<file path="config.mk">
export PLATFORM = sky130hd
export DESIGN_NAME = stlf_search_unit
export DESIGN_NICKNAME = d
export VERILOG_FILES = /design/src/rtl/stlf_pkg.sv /design/src/rtl/stlf_sq_ring.sv /design/src/rtl/stlf_cover_class.sv /design/src/rtl/stlf_byte_pick.sv /design/src/rtl/stlf_scan_fsm.sv /design/src/rtl/stlf_search_unit.sv
export SDC_FILE = /design/constraint.sdc
export NUM_CORES = 1
export LEC_CHECK = 0
export CAP_MARGIN = 20
export CORE_MARGIN = 8
export CORE_UTILIZATION = 55
export CTS_BUF_LIST = sky130_fd_sc_hd__clkbuf_4 sky130_fd_sc_hd__clkbuf_8 sky130_fd_sc_hd__clkbuf_16
export DETAILED_ROUTE_END_ITERATION = 10
export GPL_ROUTABILITY_DRIVEN = 1
export PLACE_DENSITY_LB_ADDON = 0.08
export SYNTH_ARGS = -nofsm -noshare
export SYNTH_HDL_FRONTEND = slang
export SYNTH_SLANG_ARGS = --single-unit
</file>
<file path="constraint.sdc">
create_clock -name clk -period 25.3 [get_ports clk]
set_clock_uncertainty 0.1 [all_clocks]
set_input_delay 5.06 -clock clk [delete_from_list [all_inputs] [get_ports clk]]
set_output_delay 5.06 -clock clk [all_outputs]
set_load 0.02 [all_outputs]
</file>
<file path="src/rtl/stlf_pkg.sv">
package stlf_pkg;

    typedef enum logic [1:0] {
        OUT_MEM    = 2'b00,
        OUT_FWD    = 2'b01,
        OUT_RETRY  = 2'b10,
        OUT_REJECT = 2'b11
    } outcome_e;

    typedef enum logic [1:0] {
        COV_SKIP = 2'b00,
        COV_NONE = 2'b01,
        COV_PART = 2'b10,
        COV_FULL = 2'b11
    } cover_e;

    typedef enum logic [0:0] {
        ST_IDLE = 1'b0,
        ST_SCAN = 1'b1
    } state_e;

endpackage

</file>
<file path="src/rtl/stlf_sq_ring.sv">
module stlf_sq_ring #(
    parameter int DEPTH  = 8,
    parameter int ADDR_W = 12,
    parameter int SIZE_W = 4,
    parameter int DATA_W = 64,
    parameter int SEQ_W  = 8,
    localparam int IDX_W = $clog2(DEPTH),
    localparam int CNT_W = $clog2(DEPTH + 1)
) (
    input  logic              clk,
    input  logic              rst_n,
    input  logic              push,
    input  logic [ADDR_W-1:0] push_addr,
    input  logic [SIZE_W-1:0] push_size,
    input  logic [DATA_W-1:0] push_data,
    input  logic              push_mask_full,
    input  logic              push_strict,
    input  logic              push_cmo,
    input  logic              push_atomic,
    input  logic              push_zero,
    input  logic [SEQ_W-1:0]  push_seq,
    input  logic              pop,
    input  logic [IDX_W-1:0]  rd_idx,
    output logic [ADDR_W-1:0] rd_addr,
    output logic [SIZE_W-1:0] rd_size,
    output logic [DATA_W-1:0] rd_data,
    output logic              rd_mask_full,
    output logic              rd_strict,
    output logic              rd_cmo,
    output logic              rd_atomic,
    output logic              rd_zero,
    output logic [SEQ_W-1:0]  rd_seq,
    output logic [IDX_W-1:0]  head_idx,
    output logic              full
);

    localparam logic [IDX_W-1:0] LAST_IDX = IDX_W'(DEPTH - 1);
    localparam logic [CNT_W-1:0] MAX_CNT  = CNT_W'(DEPTH);

    logic [ADDR_W-1:0] e_addr   [DEPTH];
    logic [SIZE_W-1:0] e_size   [DEPTH];
    logic [DATA_W-1:0] e_data   [DEPTH];
    logic [SEQ_W-1:0]  e_seq    [DEPTH];
    logic [DEPTH-1:0]  e_mask_full, e_strict, e_cmo, e_atomic, e_zero;

    logic [IDX_W-1:0] head_q, tail_q;
    logic [CNT_W-1:0] count_q;
    logic             do_push, do_pop;

    assign full    = (count_q == MAX_CNT);
    assign do_push = push && !full;
    assign do_pop  = pop && (count_q != '0);

    always_ff @(posedge clk or negedge rst_n) begin
        if (!rst_n) begin
            head_q  <= '0;
            tail_q  <= '0;
            count_q <= '0;
        end else begin
            if (do_push) tail_q <= (tail_q == LAST_IDX) ? '0 : tail_q + 1'b1;
            if (do_pop)  head_q <= (head_q == LAST_IDX) ? '0 : head_q + 1'b1;
            if (do_push && !do_pop)      count_q <= count_q + 1'b1;
            else if (do_pop && !do_push) count_q <= count_q - 1'b1;
        end
    end

    always_ff @(posedge clk) begin
        if (do_push) begin
            e_addr[tail_q]      <= push_addr;
            e_size[tail_q]      <= push_size;
            e_data[tail_q]      <= push_data;
            e_seq[tail_q]       <= push_seq;
            e_mask_full[tail_q] <= push_mask_full;
            e_strict[tail_q]    <= push_strict;
            e_cmo[tail_q]       <= push_cmo;
            e_atomic[tail_q]    <= push_atomic;
            e_zero[tail_q]      <= push_zero;
        end
    end

    assign rd_addr      = e_addr[rd_idx];
    assign rd_size      = e_size[rd_idx];
    assign rd_data      = e_data[rd_idx];
    assign rd_seq       = e_seq[rd_idx];
    assign rd_mask_full = e_mask_full[rd_idx];
    assign rd_strict    = e_strict[rd_idx];
    assign rd_cmo       = e_cmo[rd_idx];
    assign rd_atomic    = e_atomic[rd_idx];
    assign rd_zero      = e_zero[rd_idx];
    assign head_idx     = head_q;

    // occupancy never exceeds the ring size
    assert_count_bound_R2: assert property (@(posedge clk) disable iff (!rst_n)
        count_q <= MAX_CNT);

    // a pop on an empty ring leaves it empty
    assert_pop_empty_R2: assert property (@(posedge clk) disable iff (!rst_n)
        (pop && !push && count_q == '0) |=> (count_q == '0));

    // a push on a full ring leaves the tail where it was
    assert_push_full_R2: assert property (@(posedge clk) disable iff (!rst_n)
        (push && !pop && full) |=> $stable(tail_q));

endmodule

</file>
<file path="src/rtl/stlf_cover_class.sv">
module stlf_cover_class
    import stlf_pkg::*;
#(
    parameter int ADDR_W = 12,
    parameter int SIZE_W = 4
) (
    input  logic [ADDR_W-1:0] ld_addr,
    input  logic [SIZE_W-1:0] ld_size,
    input  logic              ld_llsc,
    input  logic [ADDR_W-1:0] st_addr,
    input  logic [SIZE_W-1:0] st_size,
    input  logic              st_mask_full,
    input  logic              st_strict,
    input  logic              st_cmo,
    input  logic              st_atomic,
    output cover_e            cls
);

    localparam int EW = ADDR_W + 1;

    logic [EW-1:0] lo_ld, hi_ld, lo_st, hi_st;
    logic lower_in, upper_in, lo_part, hi_part;
    logic skip, full_ok, part_plain, part_wide;

    // widened by one bit so an end address past the top does not wrap
    assign lo_ld = {1'b0, ld_addr};
    assign hi_ld = lo_ld + EW'(ld_size);
    assign lo_st = {1'b0, st_addr};
    assign hi_st = lo_st + EW'(st_size);

    assign lower_in = (lo_ld >= lo_st);
    assign upper_in = (hi_ld <= hi_st);
    assign lo_part  = (lo_ld <  hi_st);
    assign hi_part  = (hi_ld >  lo_st);

    assign skip       = (st_size == '0) || st_strict || st_cmo;
    assign full_ok    = lower_in && upper_in && !st_atomic && !ld_llsc;
    assign part_plain = !ld_llsc &&
                        ((lower_in && lo_part) || (upper_in && hi_part) || (lo_part && hi_part));
    assign part_wide  = (ld_llsc || st_atomic) &&
                        (lower_in || hi_part) && (upper_in || lo_part);

    always_comb begin
        if (skip)                         cls = COV_SKIP;
        else if (full_ok)                 cls = st_mask_full ? COV_FULL : COV_PART;
        else if (part_plain || part_wide) cls = COV_PART;
        else                              cls = COV_NONE;
    end

endmodule

</file>
<file path="src/rtl/stlf_byte_pick.sv">
module stlf_byte_pick #(
    parameter int DATA_BYTES = 8,
    parameter int SIZE_W     = 4,
    localparam int OFF_W     = $clog2(DATA_BYTES),
    localparam int DATA_W    = DATA_BYTES * 8
) (
    input  logic [DATA_W-1:0] st_data,
    input  logic [OFF_W-1:0]  off,
    input  logic [SIZE_W-1:0] ld_size,
    input  logic              zero,
    output logic [DATA_W-1:0] pick
);

    logic [7:0] src_byte [DATA_BYTES];

    for (genvar j = 0; j < DATA_BYTES; j++) begin : g_src
        assign src_byte[j] = st_data[j*8 +: 8];
    end

    for (genvar i = 0; i < DATA_BYTES; i++) begin : g_dst
        logic [OFF_W:0] src;
        logic [7:0]     b;
        assign src = {1'b0, off} + (OFF_W + 1)'(i);
        always_comb begin
            if (zero || (SIZE_W'(i) >= ld_size) || (src >= (OFF_W + 1)'(DATA_BYTES)))
                b = 8'h00;
            else
                b = src_byte[src[OFF_W-1:0]];
        end
        assign pick[i*8 +: 8] = b;
    end

endmodule

</file>
<file path="src/rtl/stlf_scan_fsm.sv">
module stlf_scan_fsm
    import stlf_pkg::*;
#(
    parameter int DEPTH  = 8,
    parameter int ADDR_W = 12,
    parameter int SIZE_W = 4,
    parameter int DATA_W = 64,
    parameter int SEQ_W  = 8,
    localparam int IDX_W = $clog2(DEPTH)
) (
    input  logic              clk,
    input  logic              rst_n,
    input  logic              ld_valid,
    input  logic [ADDR_W-1:0] ld_addr,
    input  logic [SIZE_W-1:0] ld_size,
    input  logic              ld_llsc,
    input  logic              ld_strict,
    input  logic              ld_lq_head,
    input  logic              ld_at_commit,
    input  logic              ld_has_older,
    input  logic [IDX_W-1:0]  ld_sq_pos,
    input  logic [IDX_W-1:0]  head_idx,
    input  cover_e            cls,
    input  logic [DATA_W-1:0] pick_data,
    input  logic [SEQ_W-1:0]  rd_seq,
    output logic [ADDR_W-1:0] cur_addr,
    output logic [SIZE_W-1:0] cur_size,
    output logic              cur_llsc,
    output logic [IDX_W-1:0]  rd_idx,
    output logic              busy,
    output logic              done,
    output outcome_e          outcome,
    output logic [DATA_W-1:0] fwd_data,
    output logic              resched,
    output logic [IDX_W-1:0]  blk_idx,
    output logic [SEQ_W-1:0]  blk_seq,
    output logic              lock_rec
);

    localparam logic [IDX_W-1:0] LAST_IDX = IDX_W'(DEPTH - 1);

    state_e            state_q, state_n;
    logic [IDX_W-1:0]  ptr_q, ptr_n;
    logic              capture;
    logic              done_n, resched_n, lock_n;
    outcome_e          outcome_n;
    logic [DATA_W-1:0] data_n;
    logic [IDX_W-1:0]  bidx_n;
    logic [SEQ_W-1:0]  bseq_n;

    // next state and next outputs
    always_comb begin
        state_n   = state_q;
        ptr_n     = ptr_q;
        capture   = 1'b0;
        done_n    = 1'b0;
        resched_n = 1'b0;
        lock_n    = 1'b0;
        outcome_n = outcome;
        data_n    = fwd_data;
        bidx_n    = blk_idx;
        bseq_n    = blk_seq;
        unique case (state_q)
            ST_IDLE: begin
                if (ld_valid) begin
                    if (ld_strict && !(ld_lq_head && ld_at_commit)) begin
                        // transition: reject
                        done_n    = 1'b1;
                        resched_n = 1'b1;
                        outcome_n = OUT_REJECT;
                        data_n    = '0;
                    end else begin
                        capture = 1'b1;
                        lock_n  = ld_llsc;
                        if (!ld_has_older) begin
                            // transition: no_older
                            done_n    = 1'b1;
                            outcome_n = OUT_MEM;
                            data_n    = '0;
                        end else begin
                            // transition: start
                            state_n = ST_SCAN;
                            ptr_n   = ld_sq_pos;
                        end
                    end
                end
            end
            ST_SCAN: begin
                unique case (cls)
                    COV_FULL: begin
                        // transition: forward
                        state_n   = ST_IDLE;
                        done_n    = 1'b1;
                        outcome_n = OUT_FWD;
                        data_n    = pick_data;
                    end
                    COV_PART: begin
                        // transition: retry
                        state_n   = ST_IDLE;
                        done_n    = 1'b1;
                        resched_n = 1'b1;
                        outcome_n = OUT_RETRY;
                        data_n    = '0;
                        bidx_n    = ptr_q;
                        bseq_n    = rd_seq;
                    end
                    COV_SKIP, COV_NONE: begin
                        if (ptr_q == head_idx) begin
                            // transition: exhausted
                            state_n   = ST_IDLE;
                            done_n    = 1'b1;
                            outcome_n = OUT_MEM;
                            data_n    = '0;
                        end else begin
                            // transition: step
                            ptr_n = (ptr_q == '0) ? LAST_IDX : ptr_q - 1'b1;
                        end
                    end
                endcase
            end
        endcase
    end

    // state register
    always_ff @(posedge clk or negedge rst_n) begin
        if (!rst_n) begin
            state_q  <= ST_IDLE;
            ptr_q    <= '0;
            cur_addr <= '0;
            cur_size <= '0;
            cur_llsc <= 1'b0;
        end else begin
            state_q <= state_n;
            ptr_q   <= ptr_n;
            if (capture) begin
                cur_addr <= ld_addr;
                cur_size <= ld_size;
                cur_llsc <= ld_llsc;
            end
        end
    end

    // output registers
    always_ff @(posedge clk or negedge rst_n) begin
        if (!rst_n) begin
            done     <= 1'b0;
            resched  <= 1'b0;
            lock_rec <= 1'b0;
            outcome  <= OUT_MEM;
            fwd_data <= '0;
            blk_idx  <= '0;
            blk_seq  <= '0;
        end else begin
            done     <= done_n;
            resched  <= resched_n;
            lock_rec <= lock_n;
            outcome  <= outcome_n;
            fwd_data <= data_n;
            blk_idx  <= bidx_n;
            blk_seq  <= bseq_n;
        end
    end

    assign busy   = (state_q == ST_SCAN);
    assign rd_idx = ptr_q;

    // a full match reported by the classifier ends the walk with a forward
    assert_full_fwd_R5: assert property (@(posedge clk) disable iff (!rst_n)
        (state_q == ST_SCAN && cls == COV_FULL) |=> (done && outcome == OUT_FWD));

    // a partial match ends the walk with a retry naming that entry
    assert_part_retry_R8: assert property (@(posedge clk) disable iff (!rst_n)
        (state_q == ST_SCAN && cls == COV_PART) |=>
        (done && outcome == OUT_RETRY && resched && blk_idx == $past(ptr_q)));

    // a rejected load never passed through the scan state
    assert_reject_noscan_R3: assert property (@(posedge clk) disable iff (!rst_n)
        (done && outcome == OUT_REJECT) |-> ($past(state_q) == ST_IDLE));

    // a load-linked load is never classified as fully covered
    assert_llsc_no_full_R9: assert property (@(posedge clk) disable iff (!rst_n)
        (state_q == ST_SCAN && cur_llsc) |-> (cls != COV_FULL));

    // the outcome strobe only appears once the walk has stopped
    assert_done_idle_R10: assert property (@(posedge clk) disable iff (!rst_n)
        done |-> (state_q == ST_IDLE));

    // the lock strobe follows an accepted load-linked request
    assert_lock_pulse_R12: assert property (@(posedge clk) disable iff (!rst_n)
        lock_rec |-> ($past(ld_valid) && $past(ld_llsc) && $past(state_q) == ST_IDLE));

endmodule

</file>
<file path="src/rtl/stlf_search_unit.sv">
module stlf_search_unit
    import stlf_pkg::*;
#(
    parameter int DEPTH      = 8,
    parameter int ADDR_W     = 12,
    parameter int DATA_BYTES = 8,
    parameter int SEQ_W      = 8,
    localparam int SIZE_W    = $clog2(DATA_BYTES + 1),
    localparam int DATA_W    = DATA_BYTES * 8,
    localparam int IDX_W     = $clog2(DEPTH),
    localparam int OFF_W     = $clog2(DATA_BYTES)
) (
    input  logic              clk,
    input  logic              rst_n,
    input  logic              sq_push,
    input  logic [ADDR_W-1:0] sq_addr,
    input  logic [SIZE_W-1:0] sq_size,
    input  logic [DATA_W-1:0] sq_data,
    input  logic              sq_mask_full,
    input  logic              sq_strict,
    input  logic              sq_cmo,
    input  logic              sq_atomic,
    input  logic              sq_zero,
    input  logic [SEQ_W-1:0]  sq_seq,
    input  logic              sq_pop,
    output logic              sq_full,
    input  logic              ld_valid,
    input  logic [ADDR_W-1:0] ld_addr,
    input  logic [SIZE_W-1:0] ld_size,
    input  logic              ld_llsc,
    input  logic              ld_strict,
    input  logic              ld_lq_head,
    input  logic              ld_at_commit,
    input  logic              ld_has_older,
    input  logic [IDX_W-1:0]  ld_sq_pos,
    output logic              ld_busy,
    output logic              ld_done,
    output logic [1:0]        ld_outcome,
    output logic [DATA_W-1:0] ld_fwd_data,
    output logic              ld_resched,
    output logic [IDX_W-1:0]  ld_blk_idx,
    output logic [SEQ_W-1:0]  ld_blk_seq,
    output logic              ld_lock_rec
);

    logic [ADDR_W-1:0] rd_addr, cur_addr;
    logic [SIZE_W-1:0] rd_size, cur_size;
    logic [DATA_W-1:0] rd_data, pick_data;
    logic [SEQ_W-1:0]  rd_seq;
    logic              rd_mask_full, rd_strict, rd_cmo, rd_atomic, rd_zero;
    logic [IDX_W-1:0]  rd_idx, head_idx;
    logic              cur_llsc;
    logic [OFF_W-1:0]  pick_off;
    cover_e            cls;
    outcome_e          outcome;

    stlf_sq_ring #(
        .DEPTH(DEPTH), .ADDR_W(ADDR_W), .SIZE_W(SIZE_W), .DATA_W(DATA_W), .SEQ_W(SEQ_W)
    ) ring_i (
        .clk(clk), .rst_n(rst_n),
        .push(sq_push), .push_addr(sq_addr), .push_size(sq_size), .push_data(sq_data),
        .push_mask_full(sq_mask_full), .push_strict(sq_strict), .push_cmo(sq_cmo),
        .push_atomic(sq_atomic), .push_zero(sq_zero), .push_seq(sq_seq),
        .pop(sq_pop), .rd_idx(rd_idx),
        .rd_addr(rd_addr), .rd_size(rd_size), .rd_data(rd_data),
        .rd_mask_full(rd_mask_full), .rd_strict(rd_strict), .rd_cmo(rd_cmo),
        .rd_atomic(rd_atomic), .rd_zero(rd_zero), .rd_seq(rd_seq),
        .head_idx(head_idx), .full(sq_full)
    );

    stlf_cover_class #(.ADDR_W(ADDR_W), .SIZE_W(SIZE_W)) class_i (
        .ld_addr(cur_addr), .ld_size(cur_size), .ld_llsc(cur_llsc),
        .st_addr(rd_addr), .st_size(rd_size), .st_mask_full(rd_mask_full),
        .st_strict(rd_strict), .st_cmo(rd_cmo), .st_atomic(rd_atomic),
        .cls(cls)
    );

    assign pick_off = OFF_W'(cur_addr - rd_addr);

    stlf_byte_pick #(.DATA_BYTES(DATA_BYTES), .SIZE_W(SIZE_W)) pick_i (
        .st_data(rd_data), .off(pick_off), .ld_size(cur_size), .zero(rd_zero),
        .pick(pick_data)
    );

    stlf_scan_fsm #(
        .DEPTH(DEPTH), .ADDR_W(ADDR_W), .SIZE_W(SIZE_W), .DATA_W(DATA_W), .SEQ_W(SEQ_W)
    ) fsm_i (
        .clk(clk), .rst_n(rst_n),
        .ld_valid(ld_valid), .ld_addr(ld_addr), .ld_size(ld_size), .ld_llsc(ld_llsc),
        .ld_strict(ld_strict), .ld_lq_head(ld_lq_head), .ld_at_commit(ld_at_commit),
        .ld_has_older(ld_has_older), .ld_sq_pos(ld_sq_pos),
        .head_idx(head_idx), .cls(cls), .pick_data(pick_data), .rd_seq(rd_seq),
        .cur_addr(cur_addr), .cur_size(cur_size), .cur_llsc(cur_llsc), .rd_idx(rd_idx),
        .busy(ld_busy), .done(ld_done), .outcome(outcome), .fwd_data(ld_fwd_data),
        .resched(ld_resched), .blk_idx(ld_blk_idx), .blk_seq(ld_blk_seq),
        .lock_rec(ld_lock_rec)
    );

    assign ld_outcome = outcome;

endmodule

</file>
## Word level (Yosys, flattened, before mapping)

Memory sizes are Yosys's and may differ from the RTL's. A register that Yosys moved wholly into a read port is not among the register bits.
Index checks and enable logic that the tools add are counted.

- Add/sub/neg operators: 15
- $lt $le $gt $ge: 31
- Eq/ne operators: 14
- Mux-type cells: 100
- Bitwise logic cells: 9
- Reduce and logical (&&, ||, !) cells: 57

Operator list:

| cell | number |
|---|---|
| 64-bit 2-to-1 mux | 4 |
| 8-bit binary-select mux with 3-bit select | 8 |
| 8-bit 2-to-1 mux | 24 |
| 64-bit one-hot mux with 3 select lines | 1 |
| 64-bit one-hot mux with 2 select lines | 1 |
| 4-bit >= comparator, second input constant | 15 |
| 8-bit bitwise mux | 5 |
| 3-bit inverter with 4-bit output | 8 |
| 12-bit by 4-bit adder with 13-bit output | 2 |
| 1-bit 2-to-1 mux | 26 |
| 1-bit logical OR | 24 |
| 3-bit 2-to-1 mux | 8 |
| 3-bit by 3-bit adder with 4-bit output, second input constant | 4 |
| 3-bit by 4-bit >= comparator with 1-bit output, first input constant | 4 |
| 1-bit logical AND | 16 |
| 1-bit binary-select mux with 3-bit select | 5 |
| 2-bit 2-to-1 mux | 7 |
| 13-bit by 12-bit > comparator with 1-bit output | 1 |
| 13-bit less-or-equal comparator | 1 |
| 12-bit by 13-bit less-than comparator with 1-bit output | 1 |
| 12-bit >= comparator | 1 |
| 2-bit inequality test, second input constant | 5 |
| 1-bit one-hot mux with 2 select lines | 5 |
| 3-bit by 2-bit adder with 4-bit output, second input constant | 2 |
| 34 further kinds | 48 |

- Flip-flop bits (word level): 143
- Bits in writable memories: 704
- Bits of input ports: 122
- Output and inout bits: 82
- Logic and storage cells: 249
- Memories kept: 4

Memory list:

| memory | words | width | rd ports | clocked after Yosys merged registers in | wr ports | line | RTL |
|---|---|---|---|---|---|---|---|
| ring_i.e_data | 8 | 64 | 1 | 0 | 1 | stlf_sq_ring.sv:42 | `logic [DATA_W-1:0] e_data [DEPTH];` |
| ring_i.e_addr | 8 | 12 | 1 | 0 | 1 | stlf_sq_ring.sv:40 | `logic [ADDR_W-1:0] e_addr [DEPTH];` |
| ring_i.e_seq | 8 | 8 | 1 | 1 | 1 | stlf_sq_ring.sv:43 | `logic [SEQ_W-1:0] e_seq [DEPTH];` |
| ring_i.e_size | 8 | 4 | 1 | 0 | 1 | stlf_sq_ring.sv:41 | `logic [SIZE_W-1:0] e_size [DEPTH];` |

## Depth between registers and ports, before layout

Gate-level depths: netlist of run 1.
An unclocked memory read counts as a cell.

- Word-level depth: 15
- Depth in mapped cells: 31
- Gate-level depth less buffers: 21

## By module

A second synthesis of run 1 with hierarchy kept.

- Cells, all modules: 2,012
- Area, all modules: 37,536.0 µm²

Modules (own cells, without submodules):

| module | times used | cells an instance | area each (µm²) | sequential area each (µm²) |
|---|---|---|---|---|
| stlf_sq_ring | 1 | 1,139 | 28,573.7 | 22,591.7 |
| stlf_scan_fsm | 1 | 251 | 3,748.6 | 2,527.4 |
| stlf_byte_pick | 1 | 400 | 3,479.6 | 0.0 |
| stlf_cover_class | 1 | 215 | 1,662.8 | 0.0 |
| stlf_search_unit | 1 | 7 | 71.3 | 0.0 |

## Least setup slack after synthesis of run 1

Ideal clock, no wire load.

- Path kind: input to register
- Start: input port sq_push
- End: memory ring_i.e_addr[1][0], enable pin
- Setup time: 806 ps
- Arrival: 14,761 ps
- Data required time: 24,394 ps
- Setup slack: 9,633 ps
- Stages on the path: 2
- Path buffers: 0
- Path through: nand2_1 -> nor4b_1

- Longest elaborated chain between the ends: 3

RTL lines:

| what | line | RTL |
|---|---|---|
| start, declared | stlf_search_unit.sv:15 | `input logic sq_push,` |
| 1-bit logical AND | stlf_sq_ring.sv:51 | `assign do_push = push && !full;` |
| 1-bit 2-to-1 mux | stlf_sq_ring.sv:68 | `if (do_push) begin` |
| 1-bit 2-to-1 mux (implied by the code) | stlf_sq_ring.sv:69 | `e_addr[tail_q] <= push_addr;` |
| end, declared | stlf_sq_ring.sv:40 |  |

Every way passes these cells.

## Worst setup path after layout of run 1

- Start: input port sq_push
- End: memory ring_i.e_addr[6][2], enable pin

- Longest elaborated chain between the ends: 3

RTL lines:

| what | line | RTL |
|---|---|---|
| 1-bit logical AND | stlf_sq_ring.sv:51 |  |
| net ring_i.do_push | stlf_sq_ring.sv:48 | `logic do_push, do_pop;` |
| 1-bit 2-to-1 mux | stlf_sq_ring.sv:68 |  |
| 1-bit 2-to-1 mux (implied by the code) | stlf_sq_ring.sv:69 |  |

The timed path passes the listed nets, and every way through them passes these cells.

==> flow_metrics.env, run 1 <==
export IMPL_status="complete, no violations"
export IMPL_clk_pin_slew_ns=0.06
export IMPL_ant_nets=0
export IMPL_yosysMostFrequentCell="edfxtp_1"
export IMPL_num_vias=19200
export IMPL_htree_levels=3
export IMPL_worst_slew_pin_slew_ns=1.00
export IMPL_setup_ws_ns=17.61
export IMPL_start_kind="primary input"
export IMPL_setup_violations=0
export IMPL_crit_fanout=48
export IMPL_whs_path_depth=1
export IMPL_crit_path_end_kind="flip-flop"
export IMPL_grt_start_max_net_pins=124
export IMPL_cap_violations=0
export IMPL_synth_edf_count=744
export IMPL_die_area_um2=73800
export IMPL_dieHeight_um=272
export IMPL_dp_hpwl_mm=55.0
export IMPL_cts_sinks=855
export IMPL_dr_pass1_iters=6
export IMPL_utilization_pct=65.2
export IMPL_core_area_um2=64600
export IMPL_synth_ff_type="edfxtp_1"
export IMPL_cts_setup_buffers=0
export IMPL_rsz0062_at_grt="no"
export IMPL_reg2reg_setup_slack_ns=18.00
export IMPL_chipWidth_um=272
export IMPL_max_freq_mhz=130
export IMPL_portBuffers=203
export IMPL_cts_resized=0
export IMPL_synth_top_area_share_pct=62.1
export IMPL_cp_required_ns=25.45
export IMPL_holdBufCountCts=0
export IMPL_cts_inserted_buffers=89
export IMPL_setup_tns_ns=0
export IMPL_period_share_pct=30.4
export IMPL_min_delay_start="fsm_i.outcome[1]$_DFFE_PN0P_"
export IMPL_grt_total_usage_pct=23.0
export IMPL_drt_drc_violations_left=0
export IMPL_ys_seq_area_share_pct=69.8
export IMPL_io_pins=204
export IMPL_synth_cells=1973
export IMPL_yosysWarnings=0
export IMPL_worstHoldEndpoint="fsm_i.outcome[1]$_DFFE_PN0P_"
export IMPL_r2r_cells=21
export IMPL_wl_per_cell_um=27.2
export IMPL_worstSetupPathType="primary input to flip-flop"
export IMPL_ys_async_sr_fraction_pct=13.0
export IMPL_yosysTopAreaCell="edfxtp_1"
export IMPL_fin_crit_ns=7.69
export IMPL_ys_types=64
export IMPL_start_util_pct=55.7
export IMPL_maxSlewHeadroom_pct=32.3
export IMPL_cts_tree="done"
export IMPL_synthTopCellsByCount="744 x edfxtp_1, 173 x mux4_2, 127 x mux2i_1, 111 x dfrtp_1, 104 x nand2_1"
export IMPL_gp_congestion=0.921
export IMPL_synth_area_um2=36000
export IMPL_synth_seq_cells=855
export IMPL_dp_slack_ns=16.96
export IMPL_nNetsFinal=2401
export IMPL_hold_path_class="flip-flop to flip-flop"
export IMPL_fillCellCount=4378
export IMPL_r2r_end="fsm_i.blk_seq[7]$_DFFE_PN0P_"
export IMPL_viasPerCell=6.11
export IMPL_drv_slew=0
export IMPL_rr_startpoint="fsm_i.rd_idx[0]$_DFFE_PN0P_"
export IMPL_antenna_found_initial=2
export IMPL_clockBufferDepth=3
export IMPL_wirelength_mm=85.4
export IMPL_worst_skew_pair_late_latency_ns=0.63
export IMPL_grt_overflow_total=0
export IMPL_drive_above_1_share_pct=20.4
export IMPL_cts_root_buf="clkbuf_16"
export IMPL_synth_nets=2171
export IMPL_hold_viol_final=0
export IMPL_drt_iter0_drc=1926
export IMPL_synth_avg_cell_area_um2=18.2
export IMPL_area_delta_synth_final_pct=17.0
export IMPL_grt_pass1_wl_mm=128
export IMPL_grt_pass1_vias=19600
export IMPL_ys_top_cells_by_area="edfxtp_1 62%, mux4_2 11%, dfrtp_1 7.7%"
export IMPL_rows=93
export IMPL_cp_arrival_ns=7.84
==> cell families (layout without fill, tap and decap cells) <==
kind of cell / count (synthesis) / in the layout / share of synthesized area, %
flip-flops: 855 / 855 / 69.8
AO/OA/AOI/OAI: 254 / 254 / 4.74
buffers and inverters: 133 / 440 / 1.61
AND/OR/NAND/NOR: 240 / 240 / 2.92
other: 0 / 2 / 0
adder cells (fa/ha/maj): 76 / 76 / 2.73
XOR/XNOR: 27 / 27 / 0.657
multiplexers: 388 / 388 / 17.5
==> final cells by class <==
| class | instances | area, um^2 | area share (%) |
|---|---|---|---|
| Multi-Input combinational cell | 985 | 10300 | 24.6 |
| Inverter | 35 | 131 | 0.312 |
| Clock buffer | 112 | 2480 | 5.89 |
| Clock inverter | 56 | 588 | 1.40 |
| Sequential cell | 855 | 25100 | 59.7 |
| Tap cell | 855 | 1070 | 2.54 |
| Antenna cell | 2 | 5.00 | 0.0119 |
| Timing Repair Buffer | 237 | 2340 | 5.56 |
==> sequential cells by signal, indices dropped and copies added (netlist names), 12 cells and up <==
register and flops:
fsm_i.cur_addr 12, fsm_i.fwd_data 64, ring_i.e_addr 96, ring_i.e_data 512, ring_i.e_seq 64, ring_i.e_size 32
==> metrics by stage <==
| stage | cells | cell area [um^2] | hold WS, ns |
|---|---|---|---|
| global placement | 2964 | 39000 | 0.375 |
| detailed placement | 2964 | 39000 | 0.374 |
| finish | 3137 | 42100 | 0.386 |
| CTS | 3132 | 42000 | 0.394 |
| floorplan | 1973 | 36000 | 0.364 |
| global route | 3136 | 42100 | 0.411 |
==> placed cells by master, fill, tap and decap left out, types with 21 or more instances in the layout <==
cell type	count
edfxtp_1	744
a21oi_1	51
inv_1	32
mux2_2	71
mux2i_1	127
mux4_2	173
dfrtp_1	108
clkdlybuf4s50_1	202
nor2_1	73
buf_4	30
ha_1	71
clkbuf_16	91
nand2_1	104
xnor2_1	21
o21ai_0	82
clkinv_2	23
o2bb2ai_1	56
==> worst max-delay path, cell delays in order <==
cell and delay (ns):
clkdlybuf4s50_1 0.45, nand2_1 0.21, inv_1 0.20, nand2_1 0.19, nor3b_2 0.20, buf_4 0.64, buf_4 0.76
==> worst max path at each step <==
stage	startpoint	to	slack, ns
2_1_floorplan	sq_push	ring_i.e_addr[1][0]$_DFFE_PP_	9.63
3_3_place_gp	sq_push	ring_i.e_data[3][11]$_DFFE_PP_	16.99
3_5_place_dp	sq_push	ring_i.e_data[3][19]$_DFFE_PP_	16.96
4_1_cts	sq_push	ring_i.e_addr[3][3]$_DFFE_PP_	17.61
5_1_grt	fsm_i.rd_idx[0]$_DFFE_PN0P_	fsm_i.blk_idx[0]$_DFFE_PN0P_	17.35
6_report	sq_push	ring_i.e_addr[6][2]$_DFFE_PP_	17.61
==> metal layers <==
layer  up-vias  GRT usage, %  share of wire, %
li1       8417             -                 -
met1      9994          32.2                43
met4         2          5.72               2.3
met2       641          37.4                49
met3       112          4.21               6.2
met5         -             0             0.015
Power of run 1 is left out: the tool's default activity adds up to more than one toggle a clock period on the data nets, which glitch-free logic cannot reach.
==> inputs of run 2 (changes only) <==
- clock period: 25.3 -> 7.45 ns (I/O delays scaled with it)
==> run 2 against run 1 <==
Against the previous run:
- wire length fell by 1.8%
- setup slack got worse by 17 ns
- sequential cell count did not move
- via count fell by 1.5%
- utilization fell by 0.22 points
- hold slack improved by 0.0019 ns
- global-route usage fell by 0.30 points
- non-clock buffer count fell by 7
- design area fell by 0.34%
- register-to-register slack got worse by 17 ns
- sequential share of layout area rose by 0.20 points
- critical endpoint is now fsm_i.blk_idx[2]$_DFFE_PN0P_
==> flow_metrics.env, run 2 (synthesized netlist as in run 1, its figures left out) <==
export IMPL_drv_slew=0
export IMPL_gp_congestion=0.884
export IMPL_reg2reg_setup_slack_ns=0.88
export IMPL_grt_start_max_net_pins=112
export IMPL_holdBufCountCts=0
export IMPL_r2r_end="fsm_i.blk_idx[2]$_DFFE_PN0P_"
export IMPL_cp_cell_sequence="mux4_2, mux2i_1, inv_1, ha_1, a21oi_1, o21ai_0, nand2_1, xnor2_1, ha_1, nand3_1, nor3_1, o31a_1, a2111oi_0, a31oi_1, a211oi_1, o41a_1, and3_1, buf_4, mux2_2"
export IMPL_drt_iter0_drc=1687
export IMPL_dieHeight_um=272
export IMPL_cp_slowest_stage_delay_ns=0.85
export IMPL_layout_common_cells="744 x edfxtp_1, 202 x clkdlybuf4s50_1, 173 x mux4_2"
export IMPL_grt_pass1_wl_mm=125
export IMPL_max_freq_mhz=152
export IMPL_chipWidth_um=272
export IMPL_num_vias=18900
export IMPL_clockBufferDepth=3
export IMPL_hold_path_class="flip-flop to flip-flop"
export IMPL_dp_hpwl_mm=50.9
export IMPL_ant_nets=0
export IMPL_die_area_um2=73800
export IMPL_cts_inserted_buffers=88
export IMPL_crit_path_end_kind="flip-flop"
export IMPL_rr_startpoint="fsm_i.rd_idx[0]$_DFFE_PN0P_"
export IMPL_htree_levels=3
export IMPL_dr_pass1_iters=5
export IMPL_wl_per_cell_um=26.9
export IMPL_worstSetupPathType="flip-flop to flip-flop"
export IMPL_grt_total_usage_pct=22.7
export IMPL_worst_skew_pair_late_latency_ns=0.63
export IMPL_cp_arrival_ns=6.97
export IMPL_period_share_pct=88.2
export IMPL_rows=93
export IMPL_crit_fanout=34
export IMPL_cap_violations=0
export IMPL_nNetsFinal=2393
export IMPL_top_register="ring_i.e_data"
export IMPL_drive_above_1_share_pct=20.0
export IMPL_hold_viol_final=0
export IMPL_start_kind="flip-flop"
export IMPL_maxSlewHeadroom_pct=26.9
export IMPL_largestRegisters="ring_i.e_data x512, ring_i.e_addr x96"
export IMPL_grt_pass1_vias=19500
export IMPL_r2r_cells=19
export IMPL_fillCellCount=4407
export IMPL_cts_resized=0
export IMPL_setup_violations=0
export IMPL_largest_reg_flops=512
export IMPL_mostFrequentLayoutCell="edfxtp_1"
export IMPL_drt_drc_violations_left=0
export IMPL_cts_root_buf="clkbuf_16"
export IMPL_wirelength_mm=83.9
export IMPL_viasPerCell=6.05
export IMPL_cp_required_ns=7.85
export IMPL_rsz0062_at_grt="no"
export IMPL_start_util_pct=55.7
export IMPL_worstHoldEndpoint="ring_i.count_q[3]$_DFFE_PN0P_"
export IMPL_cts_sinks=855
export IMPL_core_area_um2=64600
export IMPL_portBuffers=203
export IMPL_worst_slew_pin_slew_ns=1.08
export IMPL_fin_crit_ns=6.57
export IMPL_critPathSlowestCell="dfrtp_4"
export IMPL_min_delay_start="ring_i.count_q[3]$_DFFE_PN0P_"
export IMPL_cp_common_cell="ha_1"
export IMPL_status="complete, no violations"
export IMPL_utilization_pct=65.0
export IMPL_io_pins=204
export IMPL_cts_setup_buffers=0
export IMPL_cts_tree="done"
export IMPL_antenna_found_initial=3
export IMPL_area_delta_synth_final_pct=16.6
export IMPL_clk_pin_slew_ns=0.06
export IMPL_whs_path_depth=1
export IMPL_grt_overflow_total=0
==> run 2: cell type report <==
class / count / area (um^2) / share of cell area (%)
repair buffers: 230 / 2380 / 5.68
inverters: 35 / 131 / 0.313
well taps: 855 / 1070 / 2.55
diodes: 1 / 2.50 / 0.00597
clock inverters: 41 / 340 / 0.811
flip-flops and latches: 855 / 25100 / 59.9
multi-input cells: 985 / 10400 / 24.7
clock buffers: 121 / 2520 / 6.01
==> run 2: through the flow <==
step                TNS, ns  hold WS [ns]  setup WS [ns]  std cells  instance area (um^2)
floorplan           -773.86         0.364          -2.02       1973                 36000
global placement          0         0.373           1.11       2955                 39000
detailed placement        0         0.376          0.999       2955                 39000
CTS                       0         0.393          0.955       3117                 41900
global route              0         0.405          0.519       3123                 41900
finish                    0         0.388          0.882       3123                 41900
==> run 2: critical path, delay by kind of cell, from the launching register on <==
kind                     cells  cell delay (ns)
AO/OA/AOI/OAI                7             2.11
multiplexers                 3             1.34
flip-flops                   1             0.85
adder cells (fa/ha/maj)      2             0.62
AND/OR/NAND/NOR              4             0.58
buffers and inverters        2             0.42
XOR/XNOR                     1             0.33
==> run 2: layer usage <==
layer,global-route usage (%),vias up,part of all wire [%]
met5,0,-,0.035
met2,36.6,605,49
met1,31.4,9753,42
met3,4.74,123,6.8
li1,-,8397,-
met4,6.24,4,2.5
==> run 2: worst max-delay path by stage <==
stage / from / to / slack [ns] / cells past startpoint
finish: fsm_i.rd_idx[0]$_DFFE_PN0P_ / fsm_i.blk_idx[2]$_DFFE_PN0P_ / 0.88 / 19
global route: fsm_i.rd_idx[0]$_DFFE_PN0P_ / fsm_i.blk_idx[2]$_DFFE_PN0P_ / 0.52 / 19
CTS: fsm_i.rd_idx[0]$_DFFE_PN0P_ / fsm_i.blk_idx[2]$_DFFE_PN0P_ / 0.95 / 21
detailed placement: fsm_i.rd_idx[0]$_DFFE_PN0P_ / fsm_i.blk_idx[2]$_DFFE_PN0P_ / 1.0 / 19
global placement: fsm_i.rd_idx[0]$_DFFE_PN0P_ / fsm_i.blk_seq[7]$_DFFE_PN0P_ / 1.11 / 19
floorplan: sq_push / ring_i.e_addr[3][0]$_DFFE_PP_ / -2.02 / 4
Power of run 2 is left out for the same reason.
==> inputs of run 3 (changes only) <==
- CORE_ASPECT_RATIO: default -> 0.7
==> run 3 against run 2 <==
Against the previous run:
- sequential share of layout area is essentially flat
- maximum frequency grew 5.3%
- wire length grew 1.8%
- die area grew 0.18%
- non-clock buffer count grew 12
- largest cell class unchanged
- critical path depth grew 2
- register-to-register slack gained 0.33 ns
- count of clock-buffer cells in the layout shrank 8
- utilization shrank 0.17 points
- first-iteration DRC count grew 29%
- final cell count grew 1.1%
==> flow_metrics.env, run 3 (synthesized netlist as in run 1, its figures left out) <==
export IMPL_wl_per_cell_um=27.1
export IMPL_rows=78
export IMPL_worst_slew_pin_slew_ns=0.989
export IMPL_crit_path_end_kind="flip-flop"
export IMPL_fin_hold_ws_ns=0.396
export IMPL_grt_total_usage_pct=22.9
export IMPL_ant_nets=0
export IMPL_chipWidth_um=322
export IMPL_maxSlewHeadroom_pct=34.1
export IMPL_dr_wl_met3_mm=7.62
export IMPL_antenna_found_initial=6
export IMPL_clk_pin_slew_ns=0.06
export IMPL_drive_above_1_share_pct=20.1
export IMPL_die_area_um2=74000
export IMPL_drt_iter0_drc=2174
export IMPL_htree_levels=3
export IMPL_routed_top_layer="met5"
export IMPL_cts_resized=0
export IMPL_cts_setup_buffers=0
export IMPL_drv_slew=0
export IMPL_worstSetupPathType="flip-flop to flip-flop"
export IMPL_utilization_pct=64.8
export IMPL_reg2reg_setup_slack_ns=1.21
export IMPL_setup_violations=0
export IMPL_io_pins=204
export IMPL_cts_inserted_buffers=82
export IMPL_hold_path_class="flip-flop to flip-flop"
export IMPL_period_share_pct=83.7
export IMPL_holdBufCountCts=0
export IMPL_viasPerCell=6.11
export IMPL_fillCellCount=4427
export IMPL_multi_input_area_um2=10400
export IMPL_largest_reg_flops=512
export IMPL_met1Wirelength_mm=37.9
export IMPL_grt_overflow_total=0
export IMPL_max_freq_mhz=160
export IMPL_worst_skew_pair_late_latency_ns=0.64
export IMPL_start_util_pct=55.6
export IMPL_status="complete, no violations"
export IMPL_final_cells=3156
export IMPL_grt_start_max_net_pins=68
export IMPL_dr_pass1_iters=5
export IMPL_r2r_cells=21
export IMPL_cts_root_buf="clkbuf_16"
export IMPL_gp_congestion=0.942
export IMPL_dp_cells=2994
export IMPL_rsz0062_at_grt="no"
export IMPL_cp_arrival_ns=6.66
export IMPL_cap_violations=0
export IMPL_cp_startpoint="fsm_i.rd_idx[0]$_DFFE_PN0P_"
export IMPL_crit_fanout=41
export IMPL_crit_path_end="fsm_i.blk_seq[7]$_DFFE_PN0P_"
export IMPL_clockBufferDepth=3
export IMPL_cp_required_ns=7.88
export IMPL_dp_hpwl_mm=55.5
export IMPL_start_kind="flip-flop"
export IMPL_cts_tree="done"
export IMPL_dieHeight_um=230
export IMPL_rr_startpoint="fsm_i.rd_idx[0]$_DFFE_PN0P_"
export IMPL_portBuffers=203
export IMPL_hold_viol_final=0
export IMPL_regArea_um2=25100
export IMPL_num_vias=19300
export IMPL_grt_pass1_wl_mm=125
export IMPL_largestRegisters="ring_i.e_data x512, ring_i.e_addr x96"
export IMPL_grt_pass1_vias=19000
export IMPL_core_area_um2=64700
export IMPL_area_delta_synth_final_pct=16.5
export IMPL_r2r_end="fsm_i.blk_seq[7]$_DFFE_PN0P_"
export IMPL_nNetsFinal=2399
export IMPL_layout_common_cells="744 x edfxtp_1, 202 x clkdlybuf4s50_1, 173 x mux4_2"
export IMPL_dr_wl_met2_mm=38.0
export IMPL_wirelength_mm=85.4
export IMPL_cts_sinks=855
export IMPL_mostFrequentLayoutCell="edfxtp_1"
export IMPL_drt_drc_violations_left=0
export IMPL_fin_crit_ns=6.24
export IMPL_top_register="ring_i.e_data"
run 3: cell types whose count changed in the layout (fill, tap and decap cells not counted), moves of 3 or more:
cell and change:
buf_12 -7, buf_4 +21, bufinv_16 +3, clkbuf_4 -9, diode_2 +5
run 3: per-stage QoR:
step,setup TNS [ns],cell area (um^2),worst slack (ns)
after CTS,0,41900,1.16
after global placement,0,39000,1.24
after global routing,0,41900,0.584
after detailed placement,0,39000,1.23
after floorplan,-773.86,36000,-2.02
final,0,41900,1.21
run 3: worst min path at each step:
| stage | startpoint | endpoint | slack [ns] | cells past startpoint |
|---|---|---|---|---|
| 2_1_floorplan | ring_i.count_q[3]$_DFFE_PN0P_ | ring_i.count_q[3]$_DFFE_PN0P_ | 0.36 | 1 |
| 3_3_place_gp | fsm_i.fwd_data[0]$_DFFE_PN0P_ | fsm_i.fwd_data[0]$_DFFE_PN0P_ | 0.38 | 1 |
| 3_5_place_dp | fsm_i.fwd_data[52]$_DFFE_PN0P_ | fsm_i.fwd_data[52]$_DFFE_PN0P_ | 0.38 | 1 |
| 4_1_cts | fsm_i.outcome[0]$_DFFE_PN0P_ | fsm_i.outcome[0]$_DFFE_PN0P_ | 0.40 | 1 |
| 5_1_grt | fsm_i.fwd_data[52]$_DFFE_PN0P_ | fsm_i.fwd_data[52]$_DFFE_PN0P_ | 0.41 | 1 |
| 6_report | fsm_i.fwd_data[52]$_DFFE_PN0P_ | fsm_i.fwd_data[52]$_DFFE_PN0P_ | 0.40 | 1 |
run 3: metal layers:
metal | vias up | global-route usage, %
met5 | - | 0
li1 | 8398 | -
met2 | 756 | 33.4
met1 | 9999 | 34.8
met3 | 123 | 5.70
met4 | 4 | 5.70
run 3: cell type report:
type	instances	area share, %
Timing Repair Buffer	242	5.59
Multi-Input combinational cell	985	24.7
Inverter	35	0.313
Antenna cell	6	0.0358
Sequential cell	855	60.0
Tap cell	880	2.63
Clock inverter	40	0.875
Clock buffer	113	5.86
run 3: worst max-delay path, cell delays in order, from the launching register on:
cell and delay [ns]:
dfrtp_4 0.89, mux4_2 0.58, mux2_2 0.32, ha_1 0.23, fa_1 0.46, nand2_1 0.07, nand2_1 0.05, a21oi_1 0.26
nor3_1 0.15, nand2b_1 0.12, xnor2_1 0.15, ha_1 0.28, nand2_1 0.08, nor3_1 0.05, o31a_1 0.10, a2111oi_0 0.53
a31oi_1 0.16, a211oi_1 0.26, o41a_1 0.40, and3_1 0.22, buf_4 0.24, mux2_2 0.36
Power of run 3 is left out for the same reason.
